<file path="config.mk">
export PLATFORM = sky130hd
export DESIGN_NAME = vec_chain_alu
export DESIGN_NICKNAME = d
export VERILOG_FILES = /design/src/rtl/vca_pkg.sv /design/src/rtl/vca_alu.sv /design/src/rtl/vca_seq.sv /design/src/rtl/vca_pipe.sv /design/src/rtl/vec_chain_alu.sv
export SDC_FILE = /design/constraint.sdc
export NUM_CORES = 1
export LEC_CHECK = 0
export BUFFER_PORTS_ARGS = -buffer_cell sky130_fd_sc_hd__buf_2
export CAP_MARGIN = 20
export CORE_MARGIN = 3
export CORE_UTILIZATION = 30
export CTS_CLUSTER_DIAMETER = 80
export DETAILED_ROUTE_END_ITERATION = 7
export REMOVE_ABC_BUFFERS = 1
export SLEW_MARGIN = 0
export SYNTH_ARGS = -nofsm -noshare
export SYNTH_HDL_FRONTEND = slang
export SYNTH_HIERARCHICAL = 1
export SYNTH_SLANG_ARGS = --single-unit
</file>
<file path="constraint.sdc">
create_clock -name clk -period 6.78 [get_ports clk]
set_input_delay 0.678 -clock clk [delete_from_list [all_inputs] [get_ports clk]]
set_output_delay 0.678 -clock clk [all_outputs]
set_load 0.02 [all_outputs]
</file>
<file path="src/rtl/vca_pkg.sv">
`timescale 1ns/1ps
package vca_pkg;
    localparam int OPW = 3;

    localparam logic [OPW-1:0] OP_ADD = 3'd0;
    localparam logic [OPW-1:0] OP_SUB = 3'd1;
    localparam logic [OPW-1:0] OP_AND = 3'd2;
    localparam logic [OPW-1:0] OP_OR  = 3'd3;
    localparam logic [OPW-1:0] OP_XOR = 3'd4;
endpackage

</file>
<file path="src/rtl/vca_alu.sv">
`timescale 1ns/1ps
module vca_alu #(
    parameter int DW = 32
) (
    input  logic [vca_pkg::OPW-1:0] op,
    input  logic [DW-1:0]           opa,
    input  logic [DW-1:0]           opb,
    output logic [DW-1:0]           res
);
    import vca_pkg::*;

    always_comb begin
        unique case (op)
            OP_ADD:  res = opa + opb;
            OP_SUB:  res = opa - opb;
            OP_AND:  res = opa & opb;
            OP_OR:   res = opa | opb;
            OP_XOR:  res = opa ^ opb;
            default: res = '0;
        endcase
    end
endmodule

</file>
<file path="src/rtl/vca_seq.sv">
`timescale 1ns/1ps
module vca_seq #(
    parameter int MVL = 16,
    parameter int DW  = 32,
    parameter int LW  = $clog2(MVL + 1),
    parameter int IW  = $clog2(MVL)
) (
    input  logic                    clk,
    input  logic                    rst_n,
    input  logic                    iss_vld,
    input  logic [vca_pkg::OPW-1:0] iss_op,
    input  logic [LW-1:0]           iss_len,
    input  logic [MVL-1:0]          iss_mask,
    input  logic                    iss_bsel,
    input  logic [DW-1:0]           iss_scalar,
    input  logic                    iss_chain,
    input  logic                    chn_vld,
    input  logic                    pipe_busy,
    output logic                    el_vld,
    output logic [IW-1:0]           el_idx,
    output logic                    el_msk,
    output logic [vca_pkg::OPW-1:0] el_op,
    output logic                    el_bsel,
    output logic [DW-1:0]           el_scalar,
    output logic                    el_chain,
    output logic                    busy
);
    localparam logic [LW-1:0] LEN_MAX = LW'(MVL);

    typedef struct packed {
        logic                    act;
        logic [LW-1:0]           cnt;
        logic [LW-1:0]           len;
        logic [vca_pkg::OPW-1:0] op;
        logic [MVL-1:0]          msk;
        logic                    bsel;
        logic [DW-1:0]           scal;
        logic                    chain;
    } seq_t;

    seq_t s_d, s_q;
    logic fire;
    logic [LW-1:0] len_c;
    logic [LW-1:0] cnt_nx;

    assign busy = s_q.act | pipe_busy;

    always_comb begin
        s_d    = s_q;
        fire   = s_q.act & (~s_q.chain | chn_vld);
        cnt_nx = s_q.cnt + 1'b1;
        len_c  = (iss_len > LEN_MAX) ? LEN_MAX : iss_len;

        if (fire) begin
            s_d.cnt = cnt_nx;
            if (cnt_nx == s_q.len) begin
                s_d.act = 1'b0;
            end
        end

        if (iss_vld && !busy) begin
            s_d.act   = (len_c != '0);
            s_d.cnt   = '0;
            s_d.len   = len_c;
            s_d.op    = iss_op;
            s_d.msk   = iss_mask;
            s_d.bsel  = iss_bsel;
            s_d.scal  = iss_scalar;
            s_d.chain = iss_chain;
        end
    end

    always_ff @(posedge clk or negedge rst_n) begin
        if (!rst_n) begin
            s_q <= '0;
        end else begin
            s_q <= s_d;
        end
    end

    assign el_vld    = fire;
    assign el_idx    = s_q.cnt[IW-1:0];
    assign el_msk    = s_q.msk[el_idx];
    assign el_op     = s_q.op;
    assign el_bsel   = s_q.bsel;
    assign el_scalar = s_q.scal;
    assign el_chain  = s_q.chain;
endmodule

</file>
<file path="src/rtl/vca_pipe.sv">
`timescale 1ns/1ps
module vca_pipe #(
    parameter int DEPTH = 4,
    parameter int DW    = 32,
    parameter int IW    = 4
) (
    input  logic          clk,
    input  logic          rst_n,
    input  logic          in_vld,
    input  logic          in_msk,
    input  logic [IW-1:0] in_idx,
    input  logic [DW-1:0] in_dat,
    output logic          out_vld,
    output logic          out_we,
    output logic [IW-1:0] out_idx,
    output logic [DW-1:0] out_dat,
    output logic          any_vld
);
    typedef struct packed {
        logic          vld;
        logic          msk;
        logic [IW-1:0] idx;
        logic [DW-1:0] dat;
    } stg_t;

    stg_t [DEPTH-1:0] p_d, p_q;

    always_comb begin
        p_d[0].vld = in_vld;
        p_d[0].msk = in_msk;
        p_d[0].idx = in_idx;
        p_d[0].dat = in_dat;
        for (int k = 1; k < DEPTH; k++) begin
            p_d[k] = p_q[k-1];
        end
    end

    always_ff @(posedge clk or negedge rst_n) begin
        if (!rst_n) begin
            p_q <= '0;
        end else begin
            p_q <= p_d;
        end
    end

    always_comb begin
        any_vld = 1'b0;
        for (int k = 0; k < DEPTH; k++) begin
            any_vld = any_vld | p_q[k].vld;
        end
    end

    assign out_vld = p_q[DEPTH-1].vld;
    assign out_we  = p_q[DEPTH-1].vld & p_q[DEPTH-1].msk;
    assign out_idx = p_q[DEPTH-1].idx;
    assign out_dat = p_q[DEPTH-1].dat;
endmodule

</file>
<file path="src/rtl/vec_chain_alu.sv">
`timescale 1ns/1ps
module vec_chain_alu #(
    parameter int MVL   = 16,
    parameter int DW    = 32,
    parameter int DEPTH = 4,
    parameter int LW    = $clog2(MVL + 1),
    parameter int IW    = $clog2(MVL)
) (
    input  logic                    clk,
    input  logic                    rst_n,
    input  logic                    iss_vld,
    input  logic [vca_pkg::OPW-1:0] iss_op,
    input  logic [LW-1:0]           iss_len,
    input  logic [MVL-1:0]          iss_mask,
    input  logic                    iss_bsel,
    input  logic [DW-1:0]           iss_scalar,
    input  logic                    iss_chain,
    output logic                    rd_vld,
    output logic [IW-1:0]           rd_idx,
    input  logic [DW-1:0]           rd_a,
    input  logic [DW-1:0]           rd_b,
    input  logic                    chn_vld,
    input  logic [DW-1:0]           chn_data,
    output logic                    res_vld,
    output logic                    res_we,
    output logic [IW-1:0]           res_idx,
    output logic [DW-1:0]           res_data,
    output logic                    busy
);
    logic                    el_vld;
    logic [IW-1:0]           el_idx;
    logic                    el_msk;
    logic [vca_pkg::OPW-1:0] el_op;
    logic                    el_bsel;
    logic [DW-1:0]           el_scalar;
    logic                    el_chain;
    logic                    pipe_busy;
    logic [DW-1:0]           opa, opb, alu_res;

    vca_seq #(.MVL(MVL), .DW(DW), .LW(LW), .IW(IW)) u_seq (
        .clk        (clk),
        .rst_n      (rst_n),
        .iss_vld    (iss_vld),
        .iss_op     (iss_op),
        .iss_len    (iss_len),
        .iss_mask   (iss_mask),
        .iss_bsel   (iss_bsel),
        .iss_scalar (iss_scalar),
        .iss_chain  (iss_chain),
        .chn_vld    (chn_vld),
        .pipe_busy  (pipe_busy),
        .el_vld     (el_vld),
        .el_idx     (el_idx),
        .el_msk     (el_msk),
        .el_op      (el_op),
        .el_bsel    (el_bsel),
        .el_scalar  (el_scalar),
        .el_chain   (el_chain),
        .busy       (busy)
    );

    assign opa = el_chain ? chn_data : rd_a;
    assign opb = el_bsel ? el_scalar : rd_b;

    vca_alu #(.DW(DW)) u_alu (
        .op  (el_op),
        .opa (opa),
        .opb (opb),
        .res (alu_res)
    );

    vca_pipe #(.DEPTH(DEPTH), .DW(DW), .IW(IW)) u_pipe (
        .clk     (clk),
        .rst_n   (rst_n),
        .in_vld  (el_vld),
        .in_msk  (el_msk),
        .in_idx  (el_idx),
        .in_dat  (alu_res),
        .out_vld (res_vld),
        .out_we  (res_we),
        .out_idx (res_idx),
        .out_dat (res_data),
        .any_vld (pipe_busy)
    );

    assign rd_vld = el_vld;
    assign rd_idx = el_idx;
endmodule

</file>
==> metrics list <==
* DIE AREA: about 44000 sq um
- Number of global-route vias before repair: 8906
- CTS max path bufs: 3
- The worst setup path is launched from a register.
- The critical path crosses 17 cells after its start point.
* Cell area reported after detailed placement: approximately 13000 sq um
- CP top delay family: compound AO/OA/AOI/OAI gates
- Setup violations remaining at the end of the flow were counted as 0.
* Count of mapped cells out of synthesis: approximately 1200
* Drt drc: 0
- Peak fanout along the critical path: 28
- Area growth, synth to finish: 13.7%
- # placed instances: about 1800
- Clk Latency, worst-skew pair: roughly 0.52 ns
- Capture point of the worst reg-to-reg path: u_pipe/p_d[68]
* GPL Wtd Cong: roughly 0.86
- FFs w/ async S/R, synth: 100%
- Ranking of synthesized cells by area: dfrtp_1, ha_1, mux2_4
- Flip-flop and latch count after synthesis: between 200 and 250
- Routing usage on met2: between 20% and 30%
* Critical path's slowest cell: buf_4
* Via-to-Cell Ratio: approximately 4.7
- The share of synthesized area in the top cell type comes to a little over two fifths.
* Met3 track demand over resource in global routing: under 10%
- Cell type contributing the most total cell area after synthesis: dfrtp_1
- The number of clock buffers added by TritonCTS is 25.
- Number of top-level pins: between 200 and 250
- Number of sinks handled by clock tree synthesis: 216
* Time the worst path needs with I/O delays and setup: approximately 4.7 ns
* Sequence of cells on the critical path: buf_4 -> mux2_4 -> or3_1 -> nor3_1 -> nand3_2 -> nor2_1 -> a21oi_1 -> xnor2_1 -> ha_1 -> a21oi_1 -> o21ai_0 -> nor2b_1 -> a2111oi_0 -> o21ai_0 -> a31oi_1 -> xor2_1 -> o221ai_1
* H-tree depth: 1
* Final core utilization: between 30% and 40%
- HPWL Detailed: between 20 and 25 mm
- The most used flip-flop cell after synthesis is dfrtp_1.
- The synthesized netlist occupies a cell area of approximately 12000 sq um.
- In the global route stage, overall resource usage came out at between 10% and 20%.
- Data on the critical path arrives at its endpoint at 5.09 ns.
* FF-to-FF Start: u_seq/el_bsel
- Leak pwr: 6.97 nW
- Type of the tightest min-delay check: input port to asynchronous set/reset pin
- The count of final max-slew check failures was 0.
* Fill cells: 4072
- Share of post-route cells with drive strength above 1: 25.0%
* Number of enable-type register cells in the synthesized netlist: 0
* Final total power: ~7.6 mW
- Width of the die: about 210 um
- Crit end category: register
* Peak clock frequency supported by timing: around 0.21 GHz
- During placement, the flow inserted port buffers numbering 201.
- Reg2reg setup slack: roughly 2.1 ns
- TritonCTS built the clock tree.
- Busiest grt layer: met2
- In this run the tightest slew margin relative to its limit is between 30% and 40%.
- Effective utilization at floorplan: between 30% and 40%
- In this run, the number of DRC markers left after iteration 0 of detailed routing was roughly 440.
* Clock-pin transition on the worst setup and hold timing paths: about 0.060 ns
- Entering global routing, the biggest net connects between 70 and 80 pins.
* Combined flip-flop and latch cell area: roughly 5400 sq um
- The number of cells on the worst reg-to-reg path is 17.
- Cells resized by post-CTS repair: 0
* Number of buffer and inverter stages on the critical path: 1
- The net count of the finished layout is between 1500 and 2000.
- Post-CTS setup repair buffer count: 0
* Final clock skew: ~0.012 ns
- Summing the sequential cell areas from Yosys gives roughly 44% of the chip area.
- Post-route cell area: 14000 sq um
- Max Cap Violations: 0
- Avg Synthesized Cell Area: 10.2 sq um
- Aggregate negative setup slack: 0 ns
- Number of non-filler instances in the completed layout: between 1500 and 2000
* Highest-count cells in the layout ignoring fill and taps: dfrtp_1, nand2_1, buf_2, ha_1, inv_1
* Root Buffer Master: clkbuf_16
- After floorplanning, the core was sized to cover 40200 sq um.
- Number of different library cells in the post-synthesis netlist: 69
* Delay contributed by the slowest stage of the critical path: approximately 0.48 ns
- Min setup slack post-route: around 2.1 ns
- In the global route stage, met1 resource usage came out at approximately a fifth.
* Routed WL: slightly above 30 mm
- Max VDD drop: ~0.00023 V
- Global routing finished with a remaining overflow of 0.
* Pre-CTS WS: slightly above 2 ns
- Setup repair after global routing left no endpoint under its margin.
- Critical path start-end classification: register to register
* Total number of yosys warnings: 6
* First-pass GRT wire length: ~49 mm
* Period utilization: slightly below 70%
- The library cell used most frequently in the layout, excluding fill and tap cells, is dfrtp_1.
- Detailed-route wire length per cell: 16.7 um
- The routed layout has roughly 8700 vias.
* Detail Route Antenna Nets: 0
- For this design, the CTS-stage hold fixing added 0 buffers.
* Final Hold Vio Count: 0
* Area occupied by multi-input gates: ~5800 sq um
- Required time worst endpoint: between 7 and 8 ns
- Total power per unit cell area: around 540 nW/um^2
- The first TritonRoute pass finished after 5 iterations.
- Status: finished, final reports clean
- On the final layout, the worst hold slack is just over 0.1 ns.
- Row generation in the floorplan step produced 73 rows.
* Die outline height: about 210 um
- The number of antenna violations at the first check in global routing came to 10.
- For the pin with the worst max-slew slack, the measured transition is approximately 0.94 ns.
-- cells by family after synthesis --
logic type	Yosys count	synth area share [%]
compound gates	209	10.7
xor+xnor	65	4.68
fa+ha+maj	98	10.0
buf+inv	203	9.47
flops	216	43.8
mux	70	8.78
simple gates	349	12.6
-- Yosys cell counts, types with 11 or more instances --
library cell,count
inv_1,75
xor2_1,14
a21oi_1,62
o21ai_0,47
dfrtp_1,216
mux2_4,60
buf_4,75
a211oi_1,21
clkbuf_1,36
nand2_1,214
a31oi_1,13
nor2_1,58
ha_1,97
a21o_1,11
xnor2_1,50
-- routing by layer --
layer,vias up,share of wire [%]
met3,73,5.2
met4,10,4.1
li1,4230,-
met5,-,0.22
met2,260,45
met1,4146,45
-- worst register-to-register path, delay by kind of cell (launching register included) --
| kind | cells | cell delay (ns) |
|---|---|---|
| AOI/OAI and AO/OA | 7 | 1.36 |
| xor gates and xnor gates | 2 | 0.32 |
| adders and majority gates | 1 | 0.40 |
| buffers and inverters | 1 | 0.48 |
| DFF | 1 | 0.46 |
| muxes | 1 | 0.40 |
| and+or+nand+nor | 5 | 1.14 |
-- worst max path at each step --
stage | end | from
floorplan | u_pipe/p_d[68] | u_seq/el_bsel
CTS | u_pipe/p_d[68] | u_seq/el_bsel
global placement | u_pipe/p_d[61] | rd_b[4]
global route | u_pipe/p_d[68] | u_seq/el_bsel
finish | u_pipe/p_d[68] | u_seq/el_bsel
detailed placement | u_pipe/p_d[61] | rd_b[4]
-- final cells by class --
type                       instances  area share [%]
multi-input combinational        791            41.2
clock inverter                     8           0.553
inverter                          75            2.01
timing repair buffer             211            7.93
antenna                            5          0.0892
clock buffer                      32            5.01
tap                              525            4.69
sequential                       216            38.6
-- power by group --
group,internal [mW],leakage [nW],switching (mW)
Sequential,1.90,2.69,0.273
Combinational,1.70,3.90,2.46
Clock,0.763,0.387,0.512
Total,4.36,6.97,3.24
-- registers in the layout (all words and copies together) (netlist names) --
register and cells:
u_pipe/p_d 114, u_pipe/out_dat 32, u_seq/el_scalar 32, u_seq/s_q 23, u_pipe/out_idx 4, u_seq/el_idx 4, u_seq/el_op 3, u_pipe/out_vld 1
u_pipe/p_q 1, u_seq/el_bsel 1, u_seq/el_chain 1
Power figures use the tool's default switching activity.
